[config.mk]
export PLATFORM = sky130hd
export DESIGN_NAME = irq_status_agg
export DESIGN_NICKNAME = d
export VERILOG_FILES = /design/src/rtl/irq_agg_pkg.sv /design/src/rtl/irq_sticky_flag.sv /design/src/rtl/irq_port_change.sv /design/src/rtl/irq_req_out.sv /design/src/rtl/irq_status_agg.sv
export SDC_FILE = /design/constraint.sdc
export NUM_CORES = 1
export LEC_CHECK = 0
export ABC_CLOCK_PERIOD_IN_PS = 1000
export BUFFER_PORTS_ARGS = -buffer_cell sky130_fd_sc_hd__buf_4
export CORE_MARGIN = 2
export CORE_UTILIZATION = 30
export CTS_CLUSTER_DIAMETER = 80
export DETAILED_ROUTE_END_ITERATION = 8
export PLACE_DENSITY = 0.64
export SLEW_MARGIN = 40
export SYNTH_ARGS = -nofsm -noshare
export SYNTH_HDL_FRONTEND = slang
export SYNTH_HIERARCHICAL = 1
export SYNTH_SLANG_ARGS = --single-unit
export TNS_END_PERCENT = 100
[constraint.sdc]
create_clock -name clk -period 1 [get_ports clk]
set_input_delay 0.2 -clock clk [delete_from_list [all_inputs] [get_ports clk]]
set_output_delay 0.2 -clock clk [all_outputs]
set_load 0.01 [all_outputs]
[src/rtl/irq_agg_pkg.sv]
package irq_agg_pkg;
   localparam int unsigned ST_W    = 8;
   localparam int unsigned CH_SPAN = 4;
   localparam int unsigned B_TX_A  = 0;
   localparam int unsigned B_RX_A  = 1;
   localparam int unsigned B_BRK_A = 2;
   localparam int unsigned B_CTR   = 3;
   localparam int unsigned B_TX_B  = 4;
   localparam int unsigned B_RX_B  = 5;
   localparam int unsigned B_BRK_B = 6;
   localparam int unsigned B_PORT  = 7;
   typedef logic [ST_W-1:0] st_vec_t;
endpackage

[src/rtl/irq_sticky_flag.sv]
module irq_sticky_flag (
   input  logic clk,
   input  logic rst_n,
   input  logic set_i,
   input  logic clr_i,
   output logic flag_o
);
   // set has priority so no event is dropped
   always_ff @(posedge clk or negedge rst_n) begin
      if (!rst_n)      flag_o <= 1'b0;
      else if (set_i)  flag_o <= 1'b1;
      else if (clr_i)  flag_o <= 1'b0;
   end
endmodule

[src/rtl/irq_port_change.sv]
module irq_port_change #(
   parameter int unsigned NUM_IO = 4
) (
   input  logic              clk,
   input  logic              rst_n,
   input  logic [NUM_IO-1:0] io_a_i,
   input  logic [NUM_IO-1:0] io_b_i,
   input  logic [NUM_IO-1:0] en_i,
   output logic              change_o
);
   logic [NUM_IO-1:0] prev_a, prev_b, diff;
   logic              primed;

   always_ff @(posedge clk or negedge rst_n) begin
      if (!rst_n) begin
         prev_a <= '0;
         prev_b <= '0;
         primed <= 1'b0;
      end else begin
         prev_a <= io_a_i;
         prev_b <= io_b_i;
         primed <= 1'b1;
      end
   end

   assign diff     = ((io_a_i ^ prev_a) | (io_b_i ^ prev_b)) & en_i;
   assign change_o = primed & (|diff);
endmodule

[src/rtl/irq_req_out.sv]
module irq_req_out #(
   parameter bit REGISTERED = 1'b1
) (
   input  logic                  clk,
   input  logic                  rst_n,
   input  irq_agg_pkg::st_vec_t  status_i,
   input  irq_agg_pkg::st_vec_t  mask_i,
   output logic                  irq_n_o
);
   logic any_active;
   assign any_active = |(status_i & mask_i);

   generate
      if (REGISTERED) begin : g_reg
         always_ff @(posedge clk or negedge rst_n) begin
            if (!rst_n) irq_n_o <= 1'b1;
            else        irq_n_o <= ~any_active;
         end
      end else begin : g_comb
         logic unused_clk;
         assign unused_clk = clk ^ rst_n;
         assign irq_n_o = ~any_active;
      end
   endgenerate
endmodule

[src/rtl/irq_status_agg.sv]
module irq_status_agg #(
   parameter int unsigned NUM_IO         = 4,
   parameter bit          IRQ_REGISTERED = 1'b1
) (
   input  logic              clk,
   input  logic              rst_n,
   input  logic [NUM_IO-1:0] io_a,
   input  logic [NUM_IO-1:0] io_b,
   input  logic [NUM_IO-1:0] port_chg_en,
   input  logic              port_chg_rd,
   input  logic              brk_a_evt,
   input  logic              brk_b_evt,
   input  logic              brk_a_clr,
   input  logic              brk_b_clr,
   input  logic              ctr_ready_evt,
   input  logic              ctr_stop,
   input  logic              rx_a_lvl,
   input  logic              tx_a_lvl,
   input  logic              rx_b_lvl,
   input  logic              tx_b_lvl,
   input  logic              mask_wr_en,
   input  logic [7:0]        mask_wr_data,
   output logic [7:0]        status_rd,
   output logic [7:0]        mask_rd,
   output logic              irq_n
);
   import irq_agg_pkg::*;
   localparam int unsigned NCH = 2;

   generate
      if (NUM_IO < 1 || NUM_IO > 8) begin : g_bad_io
         $error("irq_status_agg: NUM_IO must lie in 1..8");
      end
   endgenerate

   st_vec_t status, mask_q;
   logic [NCH-1:0] brk_set, brk_clr, brk_flag, rx_lvl, tx_lvl;
   logic [NCH-1:0] rx_q, tx_q;
   logic           port_change, port_flag, ctr_flag;

   assign brk_set = {brk_b_evt, brk_a_evt};
   assign brk_clr = {brk_b_clr, brk_a_clr};
   assign rx_lvl  = {rx_b_lvl, rx_a_lvl};
   assign tx_lvl  = {tx_b_lvl, tx_a_lvl};

   irq_port_change #(.NUM_IO(NUM_IO)) u_pchg (
      .clk(clk), .rst_n(rst_n), .io_a_i(io_a), .io_b_i(io_b),
      .en_i(port_chg_en), .change_o(port_change)
   );

   irq_sticky_flag u_port_flag (
      .clk(clk), .rst_n(rst_n), .set_i(port_change), .clr_i(port_chg_rd), .flag_o(port_flag)
   );

   irq_sticky_flag u_ctr_flag (
      .clk(clk), .rst_n(rst_n), .set_i(ctr_ready_evt), .clr_i(ctr_stop), .flag_o(ctr_flag)
   );

   genvar ch;
   generate
      for (ch = 0; ch < NCH; ch++) begin : g_chan
         irq_sticky_flag u_brk (
            .clk(clk), .rst_n(rst_n), .set_i(brk_set[ch]), .clr_i(brk_clr[ch]),
            .flag_o(brk_flag[ch])
         );
         always_ff @(posedge clk or negedge rst_n) begin
            if (!rst_n) begin
               rx_q[ch] <= 1'b0;
               tx_q[ch] <= 1'b0;
            end else begin
               rx_q[ch] <= rx_lvl[ch];
               tx_q[ch] <= tx_lvl[ch];
            end
         end
         assign status[B_TX_A  + ch*CH_SPAN] = tx_q[ch];
         assign status[B_RX_A  + ch*CH_SPAN] = rx_q[ch];
         assign status[B_BRK_A + ch*CH_SPAN] = brk_flag[ch];
      end
   endgenerate

   assign status[B_CTR]  = ctr_flag;
   assign status[B_PORT] = port_flag;

   always_ff @(posedge clk or negedge rst_n) begin
      if (!rst_n)          mask_q <= '0;
      else if (mask_wr_en) mask_q <= mask_wr_data;
   end

   irq_req_out #(.REGISTERED(IRQ_REGISTERED)) u_req (
      .clk(clk), .rst_n(rst_n), .status_i(status), .mask_i(mask_q), .irq_n_o(irq_n)
   );

   assign status_rd = status;
   assign mask_rd   = mask_q;
endmodule

-- Yosys cells after proc, flatten, opt, wreduce, memory -nomap -nowiden
Index checks and enable logic that the tools add are counted.
- bits in registers: 26
- input port bits: 34
- output and inout port bits: 17
- word-level logic and storage cells: 34
- muxes and demuxes: 8
- bitwise gates (word level): 7
- reductions and logical operators: 6
- operator list (kind ; count):
    $and A8 B8 Y8 ; 1
    $mux W1 ; 8
    $reduce_bool A2 Y1 ; 4
    $reduce_or A8 Y1 ; 1
    $xor A4 B4 Y4 ; 2
    $and A4 B4 Y4 ; 1
    $or A4 B4 Y4 ; 1
    $reduce_or A4 Y1 ; 1
    $and A1 B1 Y1 ; 1
    $not A1 Y1 ; 1

-- Depth between registers and ports, before layout
- word-level depth: 6
- depth in mapped cells: 4
- depth with buffers taken out: 4

-- Hierarchy
The synthesis kept the hierarchy.
- modules (own cells, without submodules) (module ; times used ; cells each ; area each (µm²) ; seq. area each (µm²)):
    irq_status_agg ; 1 ; 23 ; 446.7 ; 300.3
    irq_port_change ; 1 ; 24 ; 331.6 ; 225.2
    irq_sticky_flag ; 4 ; 3 ; 36.3 ; 25.0
    irq_req_out ; 1 ; 6 ; 65.1 ; 26.3

-- Worst setup path after synthesis
Ideal clock, no wire load.
- kind: register to register
- from: reg u_pchg.prev_b[2]
- to: reg u_port_flag.flag_o
- arrival time: 904 ps
- path slack: -22 ps
- stages on the path, launching flop included: 5
- path through: dfrtp_1 > xor2_1 > o21ai_0 > a41oi_1 > a21o_1
- cells in the longest elaborated chain, start to end: 6
- elaborated cells between the ends (all ways): 7
- RTL lines (what ; RTL line ; source):
    from (decl) ; irq_port_change.sv:11 ; logic [NUM_IO-1:0] prev_a, prev_b, diff;
    from (signal assigned) ; irq_port_change.sv:21 ; prev_b <= io_b_i;
    $xor A4 B4 Y4 * ; irq_port_change.sv:26 ; assign diff = ((io_a_i ^ prev_a) | (io_b_i ^ prev_b)) & en_i;
    $or A4 B4 Y4 * ; irq_port_change.sv:26 ;
    $and A4 B4 Y4 * ; irq_port_change.sv:26 ;
    $reduce_or A4 Y1 * ; irq_port_change.sv:27 ; assign change_o = primed & (|diff);
    $and A1 B1 Y1 * ; irq_port_change.sv:27 ;
    named net port_change ; irq_status_agg.sv:39 ; logic port_change, port_flag, ctr_flag;
    $mux W1 / $reduce_bool A2 Y1 (equally long branches) ; n/a ;
    to (signal assigned) ; irq_sticky_flag.sv:10 ; if (!rst_n) flag_o <= 1'b0;
    to (signal assigned) ; irq_sticky_flag.sv:11 ; else if (set_i) flag_o <= 1'b1;
    to (signal assigned) ; irq_sticky_flag.sv:12 ; else if (clr_i) flag_o <= 1'b0;
    to (decl) ; irq_sticky_flag.sv:6 ; output logic flag_o
The timed path passes the listed nets; every way through them passes the cells marked *.
A chain may end at the register's enable or synchronous reset.

-- Worst setup path in the final report
- from: reg u_req.irq_n_o
- to: out irq_n
- RTL lines (what ; RTL line ; source):
    from (decl) ; irq_req_out.sv:8 ; output logic irq_n_o
    from (signal assigned) ; irq_req_out.sv:17 ; else irq_n_o <= ~any_active;
    to (decl) ; irq_status_agg.sv:25 ; output logic irq_n
No word-level cell between the ends.

==> out/results.md <==
| Metric | Reported |
|---|---|
| Result of the run | complete, but fails checks |
| Violations in the final reports | negative setup slack |
| # nets final | 176 |
| Launching element type of the critical path | register |
| Hpwl dp | 1580 µm |
| Worst path bufs/invs | 1 |
| Shortest clock period the worst path allows after layout | 1.17 ns |
| Antenna violations before repair | 0 |
| PortBufs | 50 |
| Cell variety after synth | 14 |
| Achievable clock frequency | 854 MHz |
| Total number of vias | 779 |
| Static Leakage | 0.867 nW |
| Number of nets with antenna violations after routing | 0 |
| First-pass GRT wire length | 3500 µm |
| Number of clock sinks | 26 |
| Post-layout instance area | 1740 µm² |
| Instance count of the mapped netlist | 65 |
| Worst path required time | 0.80 ns |
| Floorplan row count | 20 |
| Area grow syn2layout | 75.7% |
| WP data arrival | 0.97 ns |
| Critical path's largest stage delay | 0.56 ns |
| Worst-skew pair later-pin latency | 0.32 ns |
| Maximum count of clock buffers along a single path | 2 |
| Peak ir drop on the vdd network | 1.02 mV |
| TritonCTS Buffers | 3 |
| Post-synthesis average cell area | 15.2 µm² |
| Routability Congestion | 0.670 |
| Fraction of layout instances using a drive strength above 1 | 56.0% |
| CP cell instances | buf_6 |
| Std-Cell Core Area | 3100 µm² |
| Area of placed instances | 1390 µm² |
| Total DRC errors in the routed layout | 0 |
| Most numerous cell types in the synthesized netlist | sky130_fd_sc_hd__dfrtp_1, sky130_fd_sc_hd__mux2_4, sky130_fd_sc_hd__xor2_1, sky130_fd_sc_hd__inv_1 |
| WS Path Type | reg -> out |
| Number of nets in the synthesized netlist | 99 |
| Cell family contributing the most delay on the critical path | flip-flops |
| Hold Crit Class | in -> reg |
| Cell chosen for the clock root | sky130_fd_sc_hd__clkbuf_4 |
| Largest clock skew in the final design | 0.00452 ns |
| Horizontal die dimension | 61.4 µm |
| Number of DRC violations after detailed-routing iteration 0 | 13 |
| Clock transition at the registers of the reported paths | 0.14 ns |
| Pre-CTS setup slack | -0.0784 ns |
| Category of the worst setup path capture point | output pin |
| Syn Std Cell Area | 988 µm² |
| Unrepaired setup endpoints after global routing | yes |
| Count of state elements after synthesis | 26 |
| Largest net degree at the start of global routing | 27 |
| Most used standard cell by instance count after synthesis | sky130_fd_sc_hd__dfrtp_1 |
| Max FO, Critical Path | 1 |
| Overall routed net length | 2280 µm |
| Power density of the placed cells | 1290 nW/µm² |
| Depth of the CTS H-tree | 1 |
| Total overflow reported by the global router | 0 |
| Main flop type after synthesis | sky130_fd_sc_hd__dfrtp_1 |
| Initial cell density of the core | 31.9% |
| Detailed-router iteration count before antenna repair | 2 |
| Pins Over Slew Limit | 0 |
| Die Y | 61.4 µm |
| Max stage delay cell, worst path | sky130_fd_sc_hd__dfstp_2 |
| Max-cap violation count | 0 |
| Diodes inserted | 0 |
| Top Ports | 51 |
| Detailed-route vias per instance | 4.21 |
| Number of enable flip-flop cells after synthesis | 0 |
| Main area contributors after synthesis | sky130_fd_sc_hd__dfrtp_1, sky130_fd_sc_hd__mux2_4, sky130_fd_sc_hd__xor2_1, sky130_fd_sc_hd__a21o_1, sky130_fd_sc_hd__a22oi_1 |
| Fin worst setup slack | -0.171 ns |
| Clock tree from TritonCTS | done |
| Proportion of register bits with asynchronous set or reset after synthesis | 100% |
| Die area | 3770 µm² |
| Wire length per cell after detailed routing | 12.3 µm |
| Yosys warnings | 6 |
| Number of global-route vias before repair | 817 |
| Part of the cycle the worst path needs | 117% |
| Total routing usage reported by global routing | 12.9% |
| Count of final hold-check violations | 0 |
| Cell taking the most area after synthesis | sky130_fd_sc_hd__dfrtp_1 |
| Share of the yosys chip area belonging to registers | 65.9% |
| Endpoints failing setup | 18 |
| Area share of the largest cell type after synthesis | 63.3% |
[cells by family (layout without fill, tap and decap cells)]
kind of cell	Yosys count	count (layout)	synth area share, %
DFF	26	26	65.9
AOI/OAI and AO/OA	13	13	8.99
xor gates and xnor gates	8	8	7.09
muxes	8	8	12.2
buffers and inverters	8	84	4.56
other	1	1	0.379
and+or+nand+nor	1	1	0.886
[flip-flops by register name, indices dropped and copies added, names as in the netlist]
name / flops
u_pchg/prev_a: 4
u_req/irq_n_o: 1
u_pchg/primed: 1
status_rd: 4
g_chan.u_brk/flag_o: 2
u_pchg/prev_b: 4
u_ctr_flag/flag_o: 1
u_port_flag/flag_o: 1
mask_rd: 8
[metal layers]
metal	up-vias	GRT usage (%)	share of wire [%]
li1	366	-	-
met1	374	14.9	40
met2	37	23.6	51
met3	2	4.83	9.0
met4	0	1.82	0.35
met5	-	0	0
[stage by stage]
stage	power [mW]	utilization (%)	std cells	hold WS, ns	setup TNS [ns]
floorplan	1.35	-	65	-0.0956	0
finish	2.24	56.0	185	0.0458	-1.27
detailed placement	1.58	44.9	156	0.123	-0.0784
global placement	1.57	44.9	156	0.122	-0.0588
global route	2.35	56.0	185	0.0234	-2.09
CTS	2.24	54.9	184	0.00114	-1.41
[cell type report]
type / instances / area [µm²]
fillers: 290 / 1370
repair buffers: 75 / 663
flip-flops and latches: 26 / 652
multi-input cells: 31 / 312
well taps: 44 / 55.1
clock buffers: 4 / 36.3
inverters: 5 / 18.8
[worst paths after layout]
path | from | end | slack (ns) | depth (start not counted)
max in group asynchronous | rst_n | u_req/irq_n_o | 0.40 | 2
setup / recovery | u_req/irq_n_o | irq_n | -0.17 | 1
hold / removal | brk_a_evt | g_chan[0].u_brk/flag_o | 0.05 | 2
min in group asynchronous | rst_n | status_rd[5] | 0.31 | 2
setup reg to reg | u_pchg/prev_b[2] | u_port_flag/flag_o | -0.09 | 4
hold reg to reg | mask_rd[2] | mask_rd[2] | 0.61 | 1
[repair_timing]
item                                    in CTS  in global routing
hold buffers                                12                  1
endpoints found under the setup margin      18                 19
endpoints found under the hold margin       36                  1
gates resized for setup                     17                  5
setup buffers                               12                  0
pin swaps                                    7                  9
[placed cells by master (no fill, tap or decap)]
cell                            Yosys  routed
sky130_fd_sc_hd__buf_4              2      44
sky130_fd_sc_hd__dfrtp_1           25      25
sky130_fd_sc_hd__buf_6              1      18
sky130_fd_sc_hd__dlygate4sd3_1      0      13
sky130_fd_sc_hd__mux2_4             8       8
sky130_fd_sc_hd__xor2_1             8       8
sky130_fd_sc_hd__inv_1              5       5
sky130_fd_sc_hd__a21o_1             4       4
sky130_fd_sc_hd__o21ai_1            2       4
sky130_fd_sc_hd__a22oi_2            0       4
sky130_fd_sc_hd__clkbuf_4           0       3
sky130_fd_sc_hd__clkbuf_8           0       1
sky130_fd_sc_hd__a41oi_1            1       1
sky130_fd_sc_hd__conb_1             1       1
sky130_fd_sc_hd__and4_1             1       1
sky130_fd_sc_hd__dfstp_2            1       1
[where the power goes]
group          total, mW  switching (mW)  leakage [nW]  internal, mW
logic              0.540           0.177         0.547         0.363
clock network      0.522           0.300        0.0210         0.222
registers           1.18          0.0521         0.299          1.13
Note: power is estimated with default switching activity, not from simulation.
